**src/rtl/ifa_pkg.sv**
```systemverilog
package ifa_pkg;

    typedef logic [15:0] hw_t;

    // halfwords occupied by an instruction, from the two top opcode bits
    function automatic logic [1:0] hw_count(input logic [1:0] op_hi);
        case (op_hi)
            2'b00:   return 2'd1;
            2'b11:   return 2'd3;
            default: return 2'd2;
        endcase
    endfunction

endpackage

```
**src/rtl/ifa_len_decode.sv**
```systemverilog
module ifa_len_decode
    import ifa_pkg::*;
(
    input  hw_t        head,
    output logic [1:0] n_hw,
    output logic [2:0] n_bytes
);
    always_comb begin
        n_hw    = hw_count(head[15:14]);
        n_bytes = {n_hw, 1'b0};
    end

    always_comb begin
        assert (n_hw != 2'd0) else $error("p_len_nonzero_r1");
    end
endmodule

```
**src/rtl/ifa_hw_buffer.sv**
```systemverilog
module ifa_hw_buffer
    import ifa_pkg::*;
#(
    parameter int DEPTH = 4,
    localparam int CW = $clog2(DEPTH + 1)
) (
    input  logic          clk,
    input  logic          rst_n,
    input  logic          flush,
    input  logic          push,
    input  hw_t           push_hw,
    input  logic [1:0]    pop_n,
    output logic [CW-1:0] cnt,
    output hw_t           win0,
    output hw_t           win1,
    output hw_t           win2
);
    typedef struct packed {
        logic [DEPTH-1:0][15:0] slot;
        logic [CW-1:0]          cnt;
    } buf_s;

    buf_s buf_d, buf_q;

    always_comb begin
        int wr;
        buf_d = buf_q;
        wr    = int'(buf_q.cnt) - int'(pop_n);
        if (flush) begin
            buf_d.slot = '0;
            buf_d.cnt  = '0;
        end else begin
            for (int i = 0; i < DEPTH; i++) begin
                if (i + int'(pop_n) < DEPTH)
                    buf_d.slot[i] = buf_q.slot[i + int'(pop_n)];
                else
                    buf_d.slot[i] = '0;
            end
            if (push) begin
                for (int i = 0; i < DEPTH; i++) begin
                    if (i == wr) buf_d.slot[i] = push_hw;
                end
            end
            buf_d.cnt = buf_q.cnt - CW'(pop_n) + CW'(push);
        end
    end

    always_ff @(posedge clk) begin
        if (!rst_n) buf_q <= '0;
        else        buf_q <= buf_d;
    end

    assign cnt  = buf_q.cnt;
    assign win0 = buf_q.slot[0];
    assign win1 = buf_q.slot[1];
    assign win2 = buf_q.slot[2];

    // the controller never pushes into a full buffer unless it also pops
    p_no_overflow_r3: assert property (@(posedge clk) disable iff (!rst_n)
        !(push && !flush && pop_n == 2'd0 && int'(buf_q.cnt) == DEPTH));

    // the controller never pops more halfwords than are present
    p_pop_present_r2: assert property (@(posedge clk) disable iff (!rst_n)
        int'(pop_n) <= int'(buf_q.cnt));
endmodule

```
**src/rtl/ifa_aligner.sv**
```systemverilog
module ifa_aligner
    import ifa_pkg::*;
#(
    parameter int          AW        = 24,
    parameter int          DEPTH     = 4,
    parameter logic [AW-1:0] RESET_ADDR = '0,
    localparam int CW = $clog2(DEPTH + 1)
) (
    input  logic          clk,
    input  logic          rst_n,
    input  logic          redir_valid,
    input  logic [AW-1:0] redir_addr,
    output logic          fetch_req,
    output logic [AW-1:0] fetch_addr,
    input  logic          fetch_ack,
    input  logic [15:0]   fetch_data,
    output logic          ins_valid,
    input  logic          ins_ready,
    output logic [47:0]   ins_data,
    output logic [2:0]    ins_len,
    output logic [AW-1:0] ins_addr,
    output logic          spec_err
);
    generate
        if (DEPTH < 3) begin : g_depth_check
            $error("DEPTH must hold a full 6-byte instruction");
        end
    endgenerate

    typedef struct packed {
        logic [AW-1:0] pc;
        logic [AW-1:0] faddr;
        logic          err;
    } ctl_s;

    ctl_s ctl_d, ctl_q;

    logic [CW-1:0] cnt;
    hw_t           win0, win1, win2;
    logic [1:0]    need_hw;
    logic [2:0]    need_b;
    logic          push;
    logic [1:0]    pop_n;
    logic          have_all;

    ifa_len_decode u_len (
        .head    (win0),
        .n_hw    (need_hw),
        .n_bytes (need_b)
    );

    ifa_hw_buffer #(.DEPTH(DEPTH)) u_buf (
        .clk     (clk),
        .rst_n   (rst_n),
        .flush   (redir_valid),
        .push    (push),
        .push_hw (fetch_data),
        .pop_n   (pop_n),
        .cnt     (cnt),
        .win0    (win0),
        .win1    (win1),
        .win2    (win2)
    );

    always_comb begin
        have_all  = (cnt != '0) && (int'(cnt) >= int'(need_hw));
        ins_valid = have_all && !ctl_q.err;
        fetch_req = !ctl_q.err && (int'(cnt) < DEPTH);
        push      = fetch_req && fetch_ack && !redir_valid;
        pop_n     = (ins_valid && ins_ready) ? need_hw : 2'd0;

        case (need_hw)
            2'd1:    ins_data = {win0, 32'h0};
            2'd2:    ins_data = {win0, win1, 16'h0};
            default: ins_data = {win0, win1, win2};
        endcase
        ins_len    = need_b;
        ins_addr   = ctl_q.pc;
        fetch_addr = ctl_q.faddr;
        spec_err   = ctl_q.err;

        ctl_d = ctl_q;
        if (redir_valid) begin
            ctl_d.pc    = redir_addr;
            ctl_d.faddr = redir_addr;
            ctl_d.err   = redir_addr[0];
        end else begin
            ctl_d.pc    = ctl_q.pc + AW'({pop_n, 1'b0});
            ctl_d.faddr = ctl_q.faddr + (push ? AW'(2) : AW'(0));
        end
    end

    always_ff @(posedge clk) begin
        if (!rst_n) begin
            ctl_q.pc    <= RESET_ADDR;
            ctl_q.faddr <= RESET_ADDR;
            ctl_q.err   <= 1'b0;
        end else begin
            ctl_q <= ctl_d;
        end
    end

    p_len_legal_r1: assert property (@(posedge clk) disable iff (!rst_n)
        ins_valid |-> (ins_len == 3'd2 || ins_len == 3'd4 || ins_len == 3'd6));

    p_fetch_step_r4: assert property (@(posedge clk) disable iff (!rst_n)
        (fetch_req && fetch_ack && !redir_valid) |=> fetch_addr == $past(fetch_addr) + AW'(2));

    p_issue_step_r5: assert property (@(posedge clk) disable iff (!rst_n)
        (ins_valid && ins_ready && !redir_valid) |=> ins_addr == $past(ins_addr) + AW'($past(ins_len)));

    p_stall_hold_r6: assert property (@(posedge clk) disable iff (!rst_n)
        (ins_valid && !ins_ready && !redir_valid) |=>
            (ins_valid && $stable(ins_data) && $stable(ins_len) && $stable(ins_addr)));

    p_redirect_r7: assert property (@(posedge clk) disable iff (!rst_n)
        redir_valid |=> (fetch_addr == $past(redir_addr) && !ins_valid));

    p_err_quiet_r8: assert property (@(posedge clk) disable iff (!rst_n)
        spec_err |-> (!fetch_req && !ins_valid));
endmodule

```
**config.mk**
```make
export PLATFORM = sky130hd
export DESIGN_NAME = ifa_aligner
export DESIGN_NICKNAME = d
export VERILOG_FILES = /design/src/rtl/ifa_pkg.sv /design/src/rtl/ifa_len_decode.sv /design/src/rtl/ifa_hw_buffer.sv /design/src/rtl/ifa_aligner.sv
export SDC_FILE = /design/constraint.sdc
export NUM_CORES = 1
export LEC_CHECK = 0
export ABC_AREA = 0
export CORE_MARGIN = 4
export CORE_UTILIZATION = 45
export CTS_CLUSTER_SIZE = 25
export DETAILED_ROUTE_END_ITERATION = 12
export PLACE_DENSITY_LB_ADDON = 0.05
export SLEW_MARGIN = 15
export SYNTH_ARGS = -nofsm -noshare
export SYNTH_HDL_FRONTEND = slang
export SYNTH_HIERARCHICAL = 1
export SYNTH_SLANG_ARGS = --single-unit
```
**constraint.sdc**
```tcl
create_clock -name clk -period 5.1 [get_ports clk]
set_input_delay 0.765 -clock clk [delete_from_list [all_inputs] [get_ports clk]]
set_output_delay 0.765 -clock clk [all_outputs]
set_load 0.02 [all_outputs]
```
# Yosys cells after proc, flatten, opt, wreduce, memory -nomap -nowiden
# Cells that the tools add are included.
# classes
n_reduce_logical,12
add_sub_neg,8
n_eq_ne,6
bitwise,1
muxes,25
magnitude_cmp,10
# ops
op,count
16-bit 2-to-1 mux,15
"32-bit by 4-bit less-than comparator with 1-bit output, second input constant",6
16-bit binary-select mux with 2-bit select,4
"3-bit by 32-bit equality test with 1-bit output, first input constant",2
64-bit 2-to-1 mux,1
32-bit case mux with 2 select lines,1
48-bit 2-to-1 mux,1
"2-bit by 32-bit equality test with 1-bit output, first input constant",1
32-bit logical NOT,1
24-bit by 2-bit adder with 24-bit output,1
24-bit by 3-bit adder with 24-bit output,1
"2-bit by 2-bit adder with 3-bit output, first input constant",2
1-bit logical AND,6
"2-bit by 3-bit less-than comparator with 1-bit output, second input constant",2
"2-bit equality test, second input constant",2
2-bit 2-to-1 mux,2
2-bit case mux with 2 select lines,1
3-bit by 2-bit subtractor with 4-bit output,1
"1-bit by 2-bit adder with 3-bit output, first input constant",1
3-bit by 1-bit adder with 3-bit output,1
3-bit by 2-bit >= comparator with 1-bit output,1
"3-bit less-than comparator, second input constant",1
3-bit nonzero test,1
3-bit by 2-bit subtractor with 3-bit output,1
other kinds (5),6
# word_totals
reg_bits,116
output_inout_bits,102

# Longest topological paths before layout
# logic_depth
word_depth,14
depth_mapped,21

# Cells and area by module
# Netlist, hierarchy kept.
# by_module_without_submodules
module,cells_each,n_inst,seq_area_each_um2,area_each_um2
ifa_hw_buffer,450,1,1341.3,4389.2
ifa_aligner,328,1,960.9,2723.9
ifa_len_decode,9,1,0.0,53.8

# Least setup slack after synthesis
# Ideal clock, no wire load.
# synth_timing
path_kind,register to register
from,"register u_buf.buf_q, in the netlist u_buf/win0[14]"
to,register u_buf/buf_q[55] (netlist bit)
n_path_buf,6
setup_ns,0.117
synth_period_minus_slack_ns,4.417
path_stages_with_launch,21
path_slack_ns,0.683
required_time_ns,4.983
t_arrival_ns,4.300
path_cell_list,dfxtp_1 -> buf_4 -> inv_1 -> ha_1 -> inv_1 -> buf_4 -> ha_1 -> nand2b_1 -> a21oi_1 -> o21ba_2 -> nor4b_1 -> clkbuf_1 -> clkinv_1 -> clkbuf_1 -> fa_1 -> xnor2_1 -> o21a_1 -> buf_6 -> o311ai_4 -> buf_6 -> o2bb2ai_1
# synth_between
elab_chain_len,14
# synth_rtl
item,line,text
start: declaration,ifa_hw_buffer.sv:23,"buf_s buf_d, buf_q;"
start signal: assignment,ifa_hw_buffer.sv:50,else buf_q <= buf_d;
2-bit equality test or 2-bit logical NOT (tied branches),ifa_pkg.sv:7,case (op_hi)
2-bit case mux with 2 select lines (*),ifa_pkg.sv:7,
via ins_len[1],ifa_aligner.sv:20,"output logic [2:0] ins_len,"
3-bit by 2-bit >= comparator with 1-bit output (*),ifa_aligner.sv:66,have_all = (cnt != '0) && (int'(cnt) >= int'(need_hw));
1-bit logical AND (*),ifa_aligner.sv:66,
1-bit logical AND (*),ifa_aligner.sv:67,ins_valid = have_all && !ctl_q.err;
1-bit logical AND (*),ifa_aligner.sv:70,pop_n = (ins_valid && ins_ready) ? need_hw : 2'd0;
2-bit 2-to-1 mux (*),ifa_aligner.sv:70,
via pop_n[1],ifa_aligner.sv:43,logic [1:0] pop_n;
branches (longest 6 deep; another with 32-bit by 4-bit less-than comparator with 1-bit output),-,
64-bit 2-to-1 mux (*),ifa_hw_buffer.sv:39,if (push) begin
# Mark *: on every way through the listed nets, which the timed path passes. The select of a mux whose other input is x is not followed.
# A chain may end at the register's enable or synchronous reset.

# Final worst setup path
# layout_timing
from,"register u_buf.buf_q, in the netlist u_buf/win0[14]"
to,"register u_buf.buf_q, in the netlist u_buf/win1[4]"
# layout_between
elab_chain_len,14
# layout_rtl
item,line
2-bit equality test or 2-bit logical NOT (tied branches),ifa_pkg.sv:7
2-bit case mux with 2 select lines (*),ifa_pkg.sv:7
3-bit by 2-bit >= comparator with 1-bit output,ifa_aligner.sv:66
1-bit logical AND,ifa_aligner.sv:66
1-bit logical AND,ifa_aligner.sv:67
1-bit logical AND,ifa_aligner.sv:70
2-bit 2-to-1 mux (*),ifa_aligner.sv:70
via pop_n[1],ifa_aligner.sv:43
branches (longest 6 deep; another with 32-bit by 4-bit less-than comparator with 1-bit output),-
64-bit 2-to-1 mux (*),ifa_hw_buffer.sv:39
# Marked as above.

==> flow_summary_export.csv <==
group,metric,value,unit
status,status,"finished, final reports clean",
cts,cts_resized,0,
placed_design,dp_slack,752,ps
detailed_routing,drt_iter0_drc,388,
worst_setup_path,path_max_fanout,35,
worst_setup_path,required,5440,ps
global_routing,use_met2,36.0,%
cells_and_area,num_antenna_cells,0,
floorplan,ioPinCount,147,
yosys,ys.flop_type,"dfxtp_1",
detailed_routing,routed_wl,20200,µm
cts,cts-root-buf,"clkbuf_16",
placed_design,dp_hpwl,13600,µm
sta,hold_viol_final,0,
global_routing,grt_pass1_vias,6137,
power,power,2.35,mW
cts,path_clk_slew,50,ps
cts,clock_path_buffers,2,
cts,cts.sinks,115,
yosys,synth_edf_count,0,
placed_design,placed_cell_area,8360,µm²
sta,drv_slew,0,
floorplan,fp-row-count,45,
yosys,synth_cell_type_count,58,
placed_design,port_buffers,145,
sta,maxSlewHeadroom,36.3,%
worst_hold_path,min_path_type,"reg2reg",
cells_and_area,final_area,8890,µm²
floorplan,core,15400,µm²
sta,tightest_slew,956,ps
yosys,async_reset_ff_share,0,%
yosys,synth_seq_cells,115,
job,cap_violations,0,
cts,cts_tree,"built",
cells_and_area,layout-drive-gt1-share,11.6,%
cts,numCtsBuffers,17,
yosys,avgSynthCellArea,9.11,µm²
cells_and_area,fin_util,57.6,%
sta,setup_slack,719,ps
worst_setup_path,critPathLaunchType,"register",
floorplan,die-area,18000,µm²
global_routing,gr-usage-met1,27.7,%
cells_and_area,syn_to_final_growth,24.1,%
global_routing,grt_usage,22.1,%
detailed_routing,drc,0,
cts,postCtsHoldBufs,0,
sta,whs,501,ps
worst_setup_path,critical_path_arrival,4720,ps
floorplan,die_w,134,µm
yosys,yosysTopAreaCellShare,32.1,%
cts,htreeDepth,4,
power,p_leak,2.95,nW
sta,skew,5.95,ps
cells_and_area,finalNonFillerCells,1081,
global_routing,antenna_found_initial,0,
yosys,yosysWarnings,6,
power,power.density,264,nW/µm²
yosys,synthTopCellsByArea,"dfxtp_1 32%, mux4_2 10%, buf_4 6.0%, mux2i_1 4.5%, a21oi_1 3.8%",
floorplan,die_h,134,µm
floorplan,start_util,46.5,%
cts,post_cts_buffers,0,
detailed_routing,first_pass_iters,5,
cells_and_area,final_nets,921,
sta,max_freq,228,MHz
worst_setup_path,critPathKind,"reg2reg",
cts,clk_latency,410,ps
yosys,syn_nets,850,
global_routing,top_usage_layer,"met2",
placed_design,place.gp.congestion,0.825,
sta,post-route-min-period,4380,ps
detailed_routing,antenna_left,0,
power,max-vdd-ir-drop,0.234,mV
yosys,yosysTopAreaCell,"dfxtp_1",
yosys,synth_seq_area_share,32.1,%
sta,tns,0,ps
sta,min_period_over_period,85.9,%
detailed_routing,wire_per_inst,18.7,µm
placed_design,dp_cells,1050,
global_routing,grt_use_met3,6.38,%
detailed_routing,avgViaCountPerCell,5.76,
cells_and_area,layout_commonest_cell,"clkdlybuf4s50_1",
global_routing,grt_max_degree,62,
worst_setup_path,critPathCaptureType,"register",
cells_and_area,final_cell_mix,"145 x clkdlybuf4s50_1, 115 x dfxtp_1, 58 x nor2_1",
detailed_routing,vias,6231,
yosys,syn_area,7170,µm²
sta,setup_viol,0,
global_routing,grt_first_pass_wirelength,31900,µm
global_routing,gr-total-overflow,0,
yosys,synthCells,787,
sta,rsz0062_at_grt,"false",
## report_power, final
group	switching, mW	internal (mW)	total [mW]
Sequential	0.0380	0.930	0.968
Combinational	0.166	0.131	0.297
Clock	0.395	0.687	1.08
Total	0.599	1.75	2.35
## logic make-up after synthesis
group | Yosys count | share of synthesized area, %
AOI/OAI and AO/OA | 182 | 17.4
xor gates and xnor gates | 25 | 3.06
adders and majority gates | 18 | 3.46
buffers and inverters | 150 | 11.3
DFF | 115 | 32.1
muxes | 64 | 14.5
other | 1 | 0.0523
and+or+nand+nor | 232 | 18.1
## critical path, cell delays in order, from the launching register on
cell and delay [ps]:
dfxtp_1 400, inv_1 60, ha_1 270, inv_1 60, ha_1 260, nand2b_1 90
a21oi_1 60, o21ba_2 230, nor4b_2 300, clkinv_1 380, buf_4 320, ha_1 330
nand4bb_1 160, o21a_1 140, buf_4 250, nor2_2 720, a22o_1 260
## cell usage after synthesis (7+ instances only)
cell       number
nand2_1        22
o22ai_1        16
nand4_1         9
or4_1           7
and2_1         23
a31oi_1        10
mux2i_1        32
nor2b_1        20
inv_1          37
nor2_1         58
o31ai_1         7
and4_1         12
o2bb2ai_2      10
buf_4          57
nor3_1          9
a22o_1         16
clkbuf_1       40
ha_1           15
mux4_2         32
xnor2_1        10
xor2_1         15
a21oi_1        55
o21ai_0        41
nand3_1        42
buf_2          11
dfxtp_1       115
## state kept, by name (all words and copies together), names as in the netlist
| signal | count |
|---|---|
| ins_addr | 24 |
| fetch_addr | 23 |
| u_buf/buf_q | 16 |
| u_buf/win0 | 16 |
| u_buf/win1 | 16 |
| u_buf/win2 | 16 |
| u_buf/cnt | 3 |
| spec_err | 1 |
## layout make-up
type | instances | area (µm²)
clock buffer | 25 | 475
tap | 211 | 264
fill | 1353 | 6530
clock inverter | 6 | 55.1
inverter | 39 | 146
sequential | 115 | 2300
multi-input combinational | 522 | 4060
timing repair buffer | 163 | 1590
## routing by layer
layer,share of wire [%],up-vias
li1,-,2943
met1,44,2991
met3,6.6,44
met2,47,253
met5,0,-
met4,2.5,0
## worst paths after layout
kind	start	to	slack [ps]	depth (start not counted)
max	u_buf/win0[14]	u_buf/win1[4]	720	16
max reg2reg	u_buf/win0[14]	u_buf/win1[4]	720	16
min reg2reg	ins_addr[0]	ins_addr[0]	500	2
min	ins_addr[0]	ins_addr[0]	500	2
(Power assumes the default switching activity.)
